`config.mk`:
```
export PLATFORM = sky130hd
export DESIGN_NAME = ext_irq_detect
export DESIGN_NICKNAME = d
export VERILOG_FILES = /design/src/rtl/ext_irq_pkg.sv /design/src/rtl/irq_sync.sv /design/src/rtl/irq_src_mux.sv /design/src/rtl/irq_sense.sv /design/src/rtl/irq_regs.sv /design/src/rtl/ext_irq_detect.sv
export SDC_FILE = /design/constraint.sdc
export NUM_CORES = 1
export LEC_CHECK = 0
export ABC_CLOCK_PERIOD_IN_PS = 6870
export BUFFER_PORTS_ARGS = -buffer_cell sky130_fd_sc_hd__buf_2
export CORE_MARGIN = 1.5
export CORE_UTILIZATION = 62
export DETAILED_ROUTE_END_ITERATION = 8
export GPL_ROUTABILITY_DRIVEN = 0
export GPL_TIMING_DRIVEN = 0
export PLACE_DENSITY_LB_ADDON = 0.2
export SYNTH_ARGS = -nofsm -noshare
export SYNTH_HDL_FRONTEND = slang
export SYNTH_SLANG_ARGS = --single-unit
export TNS_END_PERCENT = 5
```
`constraint.sdc`:
```
create_clock -name clk_i -period 6.87 [get_ports clk_i]
set_clock_uncertainty 0.2 [all_clocks]
set_input_delay 0.3435 -clock clk_i [delete_from_list [all_inputs] [get_ports clk_i]]
set_output_delay 0.3435 -clock clk_i [all_outputs]
set_load 0.02 [all_outputs]
```
`src/rtl/ext_irq_pkg.sv`:
```
`timescale 1ns/1ps
package ext_irq_pkg;
  localparam int unsigned NLINE     = 16;
  localparam int unsigned NKEY      = 16;
  localparam int unsigned DATA_W    = 16;
  localparam int unsigned ADDR_W    = 3;
  localparam int unsigned SYNC_N    = 2;
  localparam int unsigned KEY_LINE_LO = 6;   // merged key group 0 lands here
  localparam int unsigned KEY_LINE_HI = 7;   // merged key group 1 lands here
  localparam int unsigned ALT_BASE  = KEY_LINE_LO;
  localparam int unsigned ALT_FIRST = KEY_LINE_HI;
  localparam int unsigned NSEL      = NLINE - ALT_FIRST;

  typedef enum logic [1:0] {
    SENSE_LOW  = 2'b00,
    SENSE_FALL = 2'b01,
    SENSE_RISE = 2'b10,
    SENSE_BOTH = 2'b11
  } sense_e;

  typedef enum logic [ADDR_W-1:0] {
    A_EN      = 3'd0,
    A_STAT    = 3'd1,
    A_MODE_LO = 3'd2,
    A_MODE_HI = 3'd3,
    A_ALT     = 3'd4,
    A_KMASK   = 3'd5,
    A_CFG     = 3'd6
  } reg_addr_e;
endpackage

```
`src/rtl/irq_sync.sv`:
```
`timescale 1ns/1ps
module irq_sync #(
  parameter int unsigned W      = 16,
  parameter int unsigned STAGES = 2
) (
  input  logic         clk_i,
  input  logic         rst_ni,
  input  logic [W-1:0] d_i,
  output logic [W-1:0] q_o
);
  logic [W-1:0] st_q [STAGES];

  always_ff @(posedge clk_i or negedge rst_ni) begin
    if (!rst_ni) begin
      for (int i = 0; i < STAGES; i++) st_q[i] <= '1;
    end else begin
      st_q[0] <= d_i;
      for (int i = 1; i < STAGES; i++) st_q[i] <= st_q[i-1];
    end
  end

  assign q_o = st_q[STAGES-1];
endmodule

```
`src/rtl/irq_src_mux.sv`:
```
`timescale 1ns/1ps
module irq_src_mux
  import ext_irq_pkg::*;
(
  input  logic [NLINE-1:0]          pin_i,
  input  logic [NLINE-1:ALT_BASE]   alt_i,
  input  logic [NKEY-1:0]           key_i,
  input  logic [NLINE-1:ALT_FIRST]  alt_sel_i,
  input  logic [NKEY-1:0]           kmask_i,
  input  logic                      vmode_i,
  output logic [NLINE-1:0]          line_o
);
  localparam int unsigned KHALF = NKEY / 2;

  logic key_lo_n, key_hi_n;
  // low when any unmasked key is low
  assign key_lo_n = &(key_i[KHALF-1:0]    | kmask_i[KHALF-1:0]);
  assign key_hi_n = &(key_i[NKEY-1:KHALF] | kmask_i[NKEY-1:KHALF]);

  for (genvar n = 0; n < NLINE; n++) begin : g_line
    if (n < ALT_BASE) begin : g_plain
      assign line_o[n] = pin_i[n];
    end else if (n < ALT_FIRST) begin : g_vsel
      assign line_o[n] = vmode_i ? alt_i[n] : (pin_i[n] & key_lo_n);
    end else if (n == ALT_FIRST) begin : g_key_hi
      logic pick;
      assign pick      = alt_sel_i[n] ? alt_i[n] : pin_i[n];
      assign line_o[n] = pick & (vmode_i | key_hi_n);
    end else begin : g_alt
      assign line_o[n] = alt_sel_i[n] ? alt_i[n] : pin_i[n];
    end
  end
endmodule

```
`src/rtl/irq_sense.sv`:
```
`timescale 1ns/1ps
module irq_sense
  import ext_irq_pkg::*;
#(
  parameter int unsigned N = NLINE
) (
  input  logic           clk_i,
  input  logic           rst_ni,
  input  logic [N-1:0]   line_i,
  input  logic [2*N-1:0] mode_i,
  input  logic [N-1:0]   clr_i,
  output logic [N-1:0]   hit_o,
  output logic [N-1:0]   flag_o
);
  logic [N-1:0] prev_q, flag_q;

  for (genvar n = 0; n < N; n++) begin : g_det
    sense_e md;
    assign md = sense_e'(mode_i[2*n +: 2]);
    always_comb begin
      unique case (md)
        SENSE_LOW:  hit_o[n] = ~line_i[n];
        SENSE_FALL: hit_o[n] = prev_q[n] & ~line_i[n];
        SENSE_RISE: hit_o[n] = ~prev_q[n] & line_i[n];
        default:    hit_o[n] = prev_q[n] ^ line_i[n];
      endcase
    end
  end

  always_ff @(posedge clk_i or negedge rst_ni) begin
    if (!rst_ni) begin
      prev_q <= '1;
      flag_q <= '0;
    end else begin
      prev_q <= line_i;
      flag_q <= hit_o | (flag_q & ~clr_i);  // set beats clear
    end
  end

  assign flag_o = flag_q;
endmodule

```
`src/rtl/irq_regs.sv`:
```
`timescale 1ns/1ps
module irq_regs
  import ext_irq_pkg::*;
(
  input  logic                     clk_i,
  input  logic                     rst_ni,
  input  logic                     we_i,
  input  logic [ADDR_W-1:0]        addr_i,
  input  logic [DATA_W-1:0]        wdata_i,
  input  logic [NLINE-1:0]         flag_i,
  output logic [NLINE-1:0]         en_o,
  output logic [2*NLINE-1:0]       mode_o,
  output logic [NLINE-1:ALT_FIRST] alt_sel_o,
  output logic [NKEY-1:0]          kmask_o,
  output logic                     vmode_o,
  output logic [NLINE-1:0]         clr_o,
  output logic [DATA_W-1:0]        rdata_o
);
  logic [NLINE-1:0]         en_q;
  logic [2*NLINE-1:0]       mode_q;
  logic [NLINE-1:ALT_FIRST] alt_q;
  logic [NKEY-1:0]          kmask_q;
  logic                     vmode_q;

  always_ff @(posedge clk_i or negedge rst_ni) begin
    if (!rst_ni) begin
      en_q    <= '0;
      mode_q  <= '0;
      alt_q   <= '0;
      kmask_q <= '1;
      vmode_q <= 1'b0;
    end else if (we_i) begin
      case (addr_i)
        A_EN:      en_q              <= wdata_i;
        A_MODE_LO: mode_q[DATA_W-1:0] <= wdata_i;
        A_MODE_HI: mode_q[2*DATA_W-1:DATA_W] <= wdata_i;
        A_ALT:     alt_q             <= wdata_i[NLINE-1:ALT_FIRST];
        A_KMASK:   kmask_q           <= wdata_i;
        A_CFG:     vmode_q           <= wdata_i[0];
        default: ;
      endcase
    end
  end

  assign clr_o = (we_i && addr_i == A_STAT) ? ~wdata_i : '0;

  always_comb begin
    case (addr_i)
      A_EN:      rdata_o = en_q;
      A_STAT:    rdata_o = flag_i;
      A_MODE_LO: rdata_o = mode_q[DATA_W-1:0];
      A_MODE_HI: rdata_o = mode_q[2*DATA_W-1:DATA_W];
      A_ALT:     rdata_o = {alt_q, {ALT_FIRST{1'b0}}};
      A_KMASK:   rdata_o = kmask_q;
      A_CFG:     rdata_o = {{(DATA_W-1){1'b0}}, vmode_q};
      default:   rdata_o = '0;
    endcase
  end

  assign en_o      = en_q;
  assign mode_o    = mode_q;
  assign alt_sel_o = alt_q;
  assign kmask_o   = kmask_q;
  assign vmode_o   = vmode_q;
endmodule

```
`src/rtl/ext_irq_detect.sv`:
```
`timescale 1ns/1ps
module ext_irq_detect
  import ext_irq_pkg::*;
(
  input  logic                    clk_i,
  input  logic                    rst_ni,
  input  logic [NLINE-1:0]        irq_pin_i,
  input  logic [NLINE-1:ALT_BASE] irq_alt_i,
  input  logic [NKEY-1:0]         key_n_i,
  input  logic                    reg_we_i,
  input  logic [ADDR_W-1:0]       reg_addr_i,
  input  logic [DATA_W-1:0]       reg_wdata_i,
  output logic [DATA_W-1:0]       reg_rdata_o,
  output logic [NLINE-1:0]        req_o
);
  localparam int unsigned NALT = NLINE - ALT_BASE;

  logic [NLINE-1:0]         pin_s, line_s, hit_w, flag_w, en_w, clr_w;
  logic [NLINE-1:ALT_BASE]  alt_s;
  logic [NKEY-1:0]          key_s, kmask_w;
  logic [2*NLINE-1:0]       mode_w;
  logic [NLINE-1:ALT_FIRST] alt_sel_w;
  logic                     vmode_w;

  irq_sync #(.W(NLINE), .STAGES(SYNC_N)) u_sync_pin (
    .clk_i, .rst_ni, .d_i(irq_pin_i), .q_o(pin_s));
  irq_sync #(.W(NALT), .STAGES(SYNC_N)) u_sync_alt (
    .clk_i, .rst_ni, .d_i(irq_alt_i), .q_o(alt_s));
  irq_sync #(.W(NKEY), .STAGES(SYNC_N)) u_sync_key (
    .clk_i, .rst_ni, .d_i(key_n_i), .q_o(key_s));

  irq_src_mux u_mux (
    .pin_i(pin_s), .alt_i(alt_s), .key_i(key_s), .alt_sel_i(alt_sel_w),
    .kmask_i(kmask_w), .vmode_i(vmode_w), .line_o(line_s));

  irq_sense #(.N(NLINE)) u_sense (
    .clk_i, .rst_ni, .line_i(line_s), .mode_i(mode_w), .clr_i(clr_w),
    .hit_o(hit_w), .flag_o(flag_w));

  irq_regs u_regs (
    .clk_i, .rst_ni, .we_i(reg_we_i), .addr_i(reg_addr_i), .wdata_i(reg_wdata_i),
    .flag_i(flag_w), .en_o(en_w), .mode_o(mode_w), .alt_sel_o(alt_sel_w),
    .kmask_o(kmask_w), .vmode_o(vmode_w), .clr_o(clr_w), .rdata_o(reg_rdata_o));

  assign req_o = flag_w & en_w;
endmodule

```
======== Word-level counts from Yosys, hierarchy flattened ========
Cells that the tools add are included.
word-level totals
  register bits ........................... 190
  bits of input ports ..................... 64
  output and inout port bits .............. 32
  logic and storage cells ................. 196
cells by class
  eq/ne operators ......................... 38
  multiplexer cells ....................... 28
  bitwise logic cells ..................... 90
  reductions and logical operators ........ 26
operator list
  cell                count
  $pmux 16 s7         1
  $pmux 1 s3          16
  $and 1x1->1         34
  $and 16x16->16      2
  $eq 2x1->1 const B  16
  $eq 2x2->1 const B  16
  $logic_not 2->1     16
  $not 1->1           32
  $not 16->16         2
  $mux 16             1
  $or 16x16->16       1
  $or 8x8->8          2
  $reduce_and 8->1    2
  $xor 1x1->1         16
  $reduce_and 2->1    6
  $mux 1              10
  $eq 3x3->1 const B  3
  $eq 3x2->1 const B  2
  $eq 3x1->1 const B  1
  $logic_not 3->1     1
  $logic_and 1x1->1   1
  $or 1x1->1          1

======== Depth between registers and ports, before layout ========
  word-level depth ........................ 8
  mapped depth ............................ 9
  mapped depth without buffers ............ 9

======== Cells and area by module ========
A second synthesis with hierarchy kept.
unflattened totals
  cell total of the unflattened synthesis .. 677
  area, all modules ....................... 8587.0 µm²
modules (own cells, without submodules)
  module                      times used  cells an instance  area an instance (µm²)  sequential area each (µm²)
  irq_regs                    1           292                3723.6                  1871.8
  irq_sense                   1           214                2008.2                  820.8
  irq_sync at u_sync_key ...  2           48                 960.9                   840.8
  irq_sync at u_sync_alt      1           30                 600.6                   525.5
  irq_src_mux                 1           29                 232.7                   0.0
  ext_irq_detect              1           16                 100.1                   0.0

======== Worst setup path before layout ========
Ideal clock, no wire load.
  path type ............................... reg2reg
  start point ............................. register u_regs.kmask_q[9], in the netlist u_regs.kmask_o[9]
  end point ............................... register u_sense.flag_q[7], in the netlist u_sense.flag_o[7]
  library setup time ...................... 124 ps
  arrival time ............................ 2160 ps
  data required time ...................... 6546 ps
  slack ................................... 4386 ps
  cell stages (with the launch flop) ...... 9
  path buffers ............................ 0
  period minus slack after synthesis ...... 2484 ps
  cell sequence ........................... dfstp_2 o22ai_1 nor4_1 nor2_1 or2_2 ha_1 inv_1 mux4_2 a211o_1
between the ends
  word-level cells in the longest chain between the ends .. 8
  elaborated cells between the ends (all ways) .. 10
  those cells by class .................... mux: 1; bitwise: 8; reduce/logical: 1
RTL lines
  item                    line                              source
  start, declared         irq_regs.sv:22                    logic [NKEY-1:0] kmask_q;
  start signal, assigned  irq_regs.sv:38                    A_KMASK: kmask_q <= wdata_i;
  $or 8x8->8 (*)          irq_src_mux.sv:18                 assign key_hi_n = &(key_i[NKEY-1:KHALF] | kmask_i[NKEY-1:KHALF]);
  $reduce_and 8->1 (*)    irq_src_mux.sv:18
  $or 1x1->1 (*)          irq_src_mux.sv:28                 assign line_o[n] = pick & (vmode_i | key_hi_n);
  $and 1x1->1 (*)         irq_src_mux.sv:28
  $not 1->1               irq_sense.sv:22, irq_sense.sv:23
  $and 1x1->1             irq_sense.sv:23                   SENSE_FALL: hit_o[n] = prev_q[n] & ~line_i[n];
  $pmux 1 s3 (*)          irq_sense.sv:21                   unique case (md)
  $or 16x16->16 (*)       irq_sense.sv:36                   flag_q <= hit_o | (flag_q & ~clr_i);
  end signal, assigned    irq_sense.sv:36
  end, declared           irq_sense.sv:15                   logic [N-1:0] prev_q, flag_q;
Every way passes the cells marked *; elsewhere a longest branch is shown, timed or not.
A chain may end at the register's enable or synchronous reset.

======== Final worst setup path ========
Same ends and word-level chain as after synthesis.

==> metrics.md <==
| Metric | Value |
|---|---|
| Crit-path max FO | `3` |
| Post-route setup slack | `3.76 ns` |
| CP arrival | `3.22 ns` |
| Top-Level Pins | `96` |
| YS warnings | `0` |
| Number of I/O port buffers | `92` |
| Netlist cell types | `46` |
| DRC Markers | `0` |
| Mean Syn Cell Area | `14.0 sq um` |
| Vias in the first global route | `5629` |
| Antenna fix cells | `0` |
| Outcome | `finished, final reports clean` |
| RSZ-0062 raised after global routing | `no` |
| Rows | `41` |
| Clock Sinks | `190` |
| Critical Path, Cell by Cell | `o22ai_1 > nor4_1 > nor2_1 > or2_2 > ha_1 > inv_1 > mux4_2 > a211o_1` |
| Clock Tree Buf Depth | `2` |
| Top post-synthesis cells by count | `dfstp_2 (116), dfrtp_1 (74), mux2_2 (54), mux2i_1 (36), inv_1 (35)` |
| Hold Vio Cnt, Final | `0` |
| Ys async rst share | `100%` |
| Most common cell in the synthesized netlist | `dfstp_2` |
| Max H-tree Level | `4` |
| Fin cells | `919` |
| Final Total Pwr | `2.95 mW` |
| Worst Setup End Kind | `flop` |
| Gr usage total | `30.3%` |
| CP startpoint kind | `flop` |
| Post-DRT Antenna Nets | `0` |
| Pleak | `4.37 nW` |
| Routed len/inst | `20.9 um` |
| Layout cells sized above 1 | `45.6%` |
| Post-synth top area share | `37.8%` |
| Post-CTS setup buffer count | `0` |
| CTS buffer count | `17` |
| Slew Viols, Final | `0` |
| Minimum clock period | `3.11 ns` |
| Initial antenna violation count | `0` |
| Via density | `5.79` |
| Fin nets | `830` |
| Slew @ Worst Pin | `0.708 ns` |
| Peak Freq | `322 MHz` |
| Setup violators final | `0` |
| Via count | `5321` |
| Placed cell count | `842` |
| Clock Latency Late Sink | `0.43 ns` |
| Post-synthesis sequential area ratio | `60.7%` |
| Synth Instances | `577` |
| EDFF count, synth | `0` |
| Die height | `117 um` |
| CTS tree | `yes` |
| CP max stage delay | `0.61 ns` |
| First-pass GRT wire length | `29900 um` |
| DP Worst Slack | `3.89 ns` |
| Max-cap viol count | `0` |
| Fin crit share | `45.2%` |
| Synth top area cells | `dfstp_2 (38%), dfrtp_1 (23%), mux2_2 (7.5%), ha_1 (5.0%), mux2i_1 (4.5%)` |
| Die boundary width | `117 um` |
| Crit path kind | `flop to flop` |
| Number of fill cells in the layout | `765` |
| CP max stage cell | `nor4_1` |
| Util after Layout | `77.5%` |
| Initial Util | `63.7%` |
| Largest net degree at the start of global routing | `135` |
| Synthesis-to-finish area growth | `21.7%` |
| Drt first pass iters | `7` |
| Core area | `0.0127 sq mm` |
| Flops & latches, synth | `190` |
| Clock Tree Root | `clkbuf_16` |
| DRT Wirelength | `19200 um` |
| Synthesized area | `0.00807 sq mm` |
| Main synth FF type | `dfstp_2` |
| DRT iter0 DRCs | `427` |
| Synth area leader | `dfstp_2` |
| Global route total overflow | `0` |
| Setup TNS | `0 ns` |
| Peak supply drop | `0.000347 V` |
| Full die area | `0.0137 sq mm` |
| Syn Nets | `673` |
| DP Wirelength | `12500 um` |
| Max-slew headroom | `52.8%` |
| Crit path required time | `6.98 ns` |
| Hold WC Path Type | `input port to flop` |
| CTS clk-pin slew, worst paths | `0.06 ns` |
| PwrDens | `301 mW/mm^2` |
==> final cells by class <==
class | instances | area (sq um) | area share (%)
Buffer | 22 | 164 | 1.67
Multi-Input combinational cell | 330 | 2880 | 29.3
Clock inverter | 10 | 111 | 1.13
Inverter | 35 | 131 | 1.34
Tap cell | 172 | 215 | 2.19
Timing Repair Buffer | 138 | 948 | 9.66
Clock buffer | 22 | 474 | 4.83
Sequential cell | 190 | 4900 | 49.9
==> what timing repair did <==
item | in CTS | in global routing
endpoints found under the hold margin | 101 | 0
hold buffers | 45 | 0
gates resized for setup | 0 | 0
==> routing by layer <==
metal / track usage (%) / vias to the layer above / share of wire, %
li1: - / 2368 / -
met1: 39.0 / 2719 / 42
met2: 50.2 / 195 / 51
met3: 8.24 / 39 / 5.3
met4: 10.7 / 0 / 2.1
met5: 0 / - / 0
==> cells in the final DEF (no fill, tap or decap), types with 3 or more instances in the layout <==
cell type,instances
nand3_1,4
and2_1,18
o211ai_1,28
dfrtp_1,74
a221oi_1,3
buf_2,99
clkbuf_16,17
clkbuf_1,6
nor3b_1,3
o221ai_1,3
a31oi_1,5
dlygate4sd3_1,45
clkbuf_8,3
mux4_2,3
o21ai_0,18
nand2_1,18
a21oi_1,14
inv_1,35
mux2_2,54
ha_1,32
o22ai_1,15
nor2_1,22
buf_6,7
a22oi_1,10
clkinv_2,4
mux2_4,18
mux2i_1,36
dfstp_2,116
nor2b_4,3
==> through the flow <==
stage	cell area (sq um)	hold slack (ns)
floorplan	8070	-0.152
global placement	8750	0.145
detailed placement	8790	0.0940
CTS	9820	0.00245
global route	9820	0.0232
finish	9820	0.0119
==> power breakdown <==
group | total, mW | leakage (nW) | internal (mW) | switching, mW
sequential | 1.45 | 2.06 | 1.30 | 0.143
combinational | 0.525 | 2.01 | 0.261 | 0.263
clock | 0.979 | 0.291 | 0.564 | 0.415
==> final timing paths <==
check | depth (start not counted) | end | slack (ns) | start
max | 8 | u_sense.flag_o[7] | 3.76 | u_regs.kmask_o[9]
min | 3 | u_regs.mode_o[12] | 0.01 | reg_wdata_i[12]
max reg2reg | 8 | u_sense.flag_o[7] | 3.76 | u_regs.kmask_o[9]
min reg2reg | 0 | u_sync_pin.q_o[11] | 0.15 | u_sync_pin.st_q[27]
max in group asynchronous | 3 | u_regs.mode_o[4] | 5.24 | rst_ni
min in group asynchronous | 2 | u_regs.alt_sel_o[11] | 0.23 | rst_ni
==> kinds of logic after synthesis <==
logic type | share of synthesized area, %
compound gates | 8.76
fa+ha+maj | 4.96
buf+inv | 3.66
flops | 60.7
mux | 16.5
simple gates | 5.47
==> worst max-delay path: cells and delay by family (launching register included) <==
family                     cells  cell delay (ns)
buffers and inverters          1             0.03
adders and majority gates      1             0.28
DFF                            1             0.56
and+or+nand+nor                3             1.12
AOI/OAI and AO/OA              2             0.34
muxes                          1             0.46
==> flip-flops by register name (all words and copies together), names as in the netlist <==
name / cells
u_regs.alt_sel_o: 9
u_regs.en_o: 16
u_sync_pin.st_q: 16
u_sense.flag_o: 16
u_sync_pin.q_o: 16
u_sense.prev_q: 16
u_sync_key.q_o: 16
u_regs.vmode_o: 1
u_regs.mode_o: 32
u_sync_alt.q_o: 10
u_regs.kmask_o: 16
u_sync_key.st_q: 16
u_sync_alt.st_q: 10
Note: power is estimated with default switching activity, not from simulation.
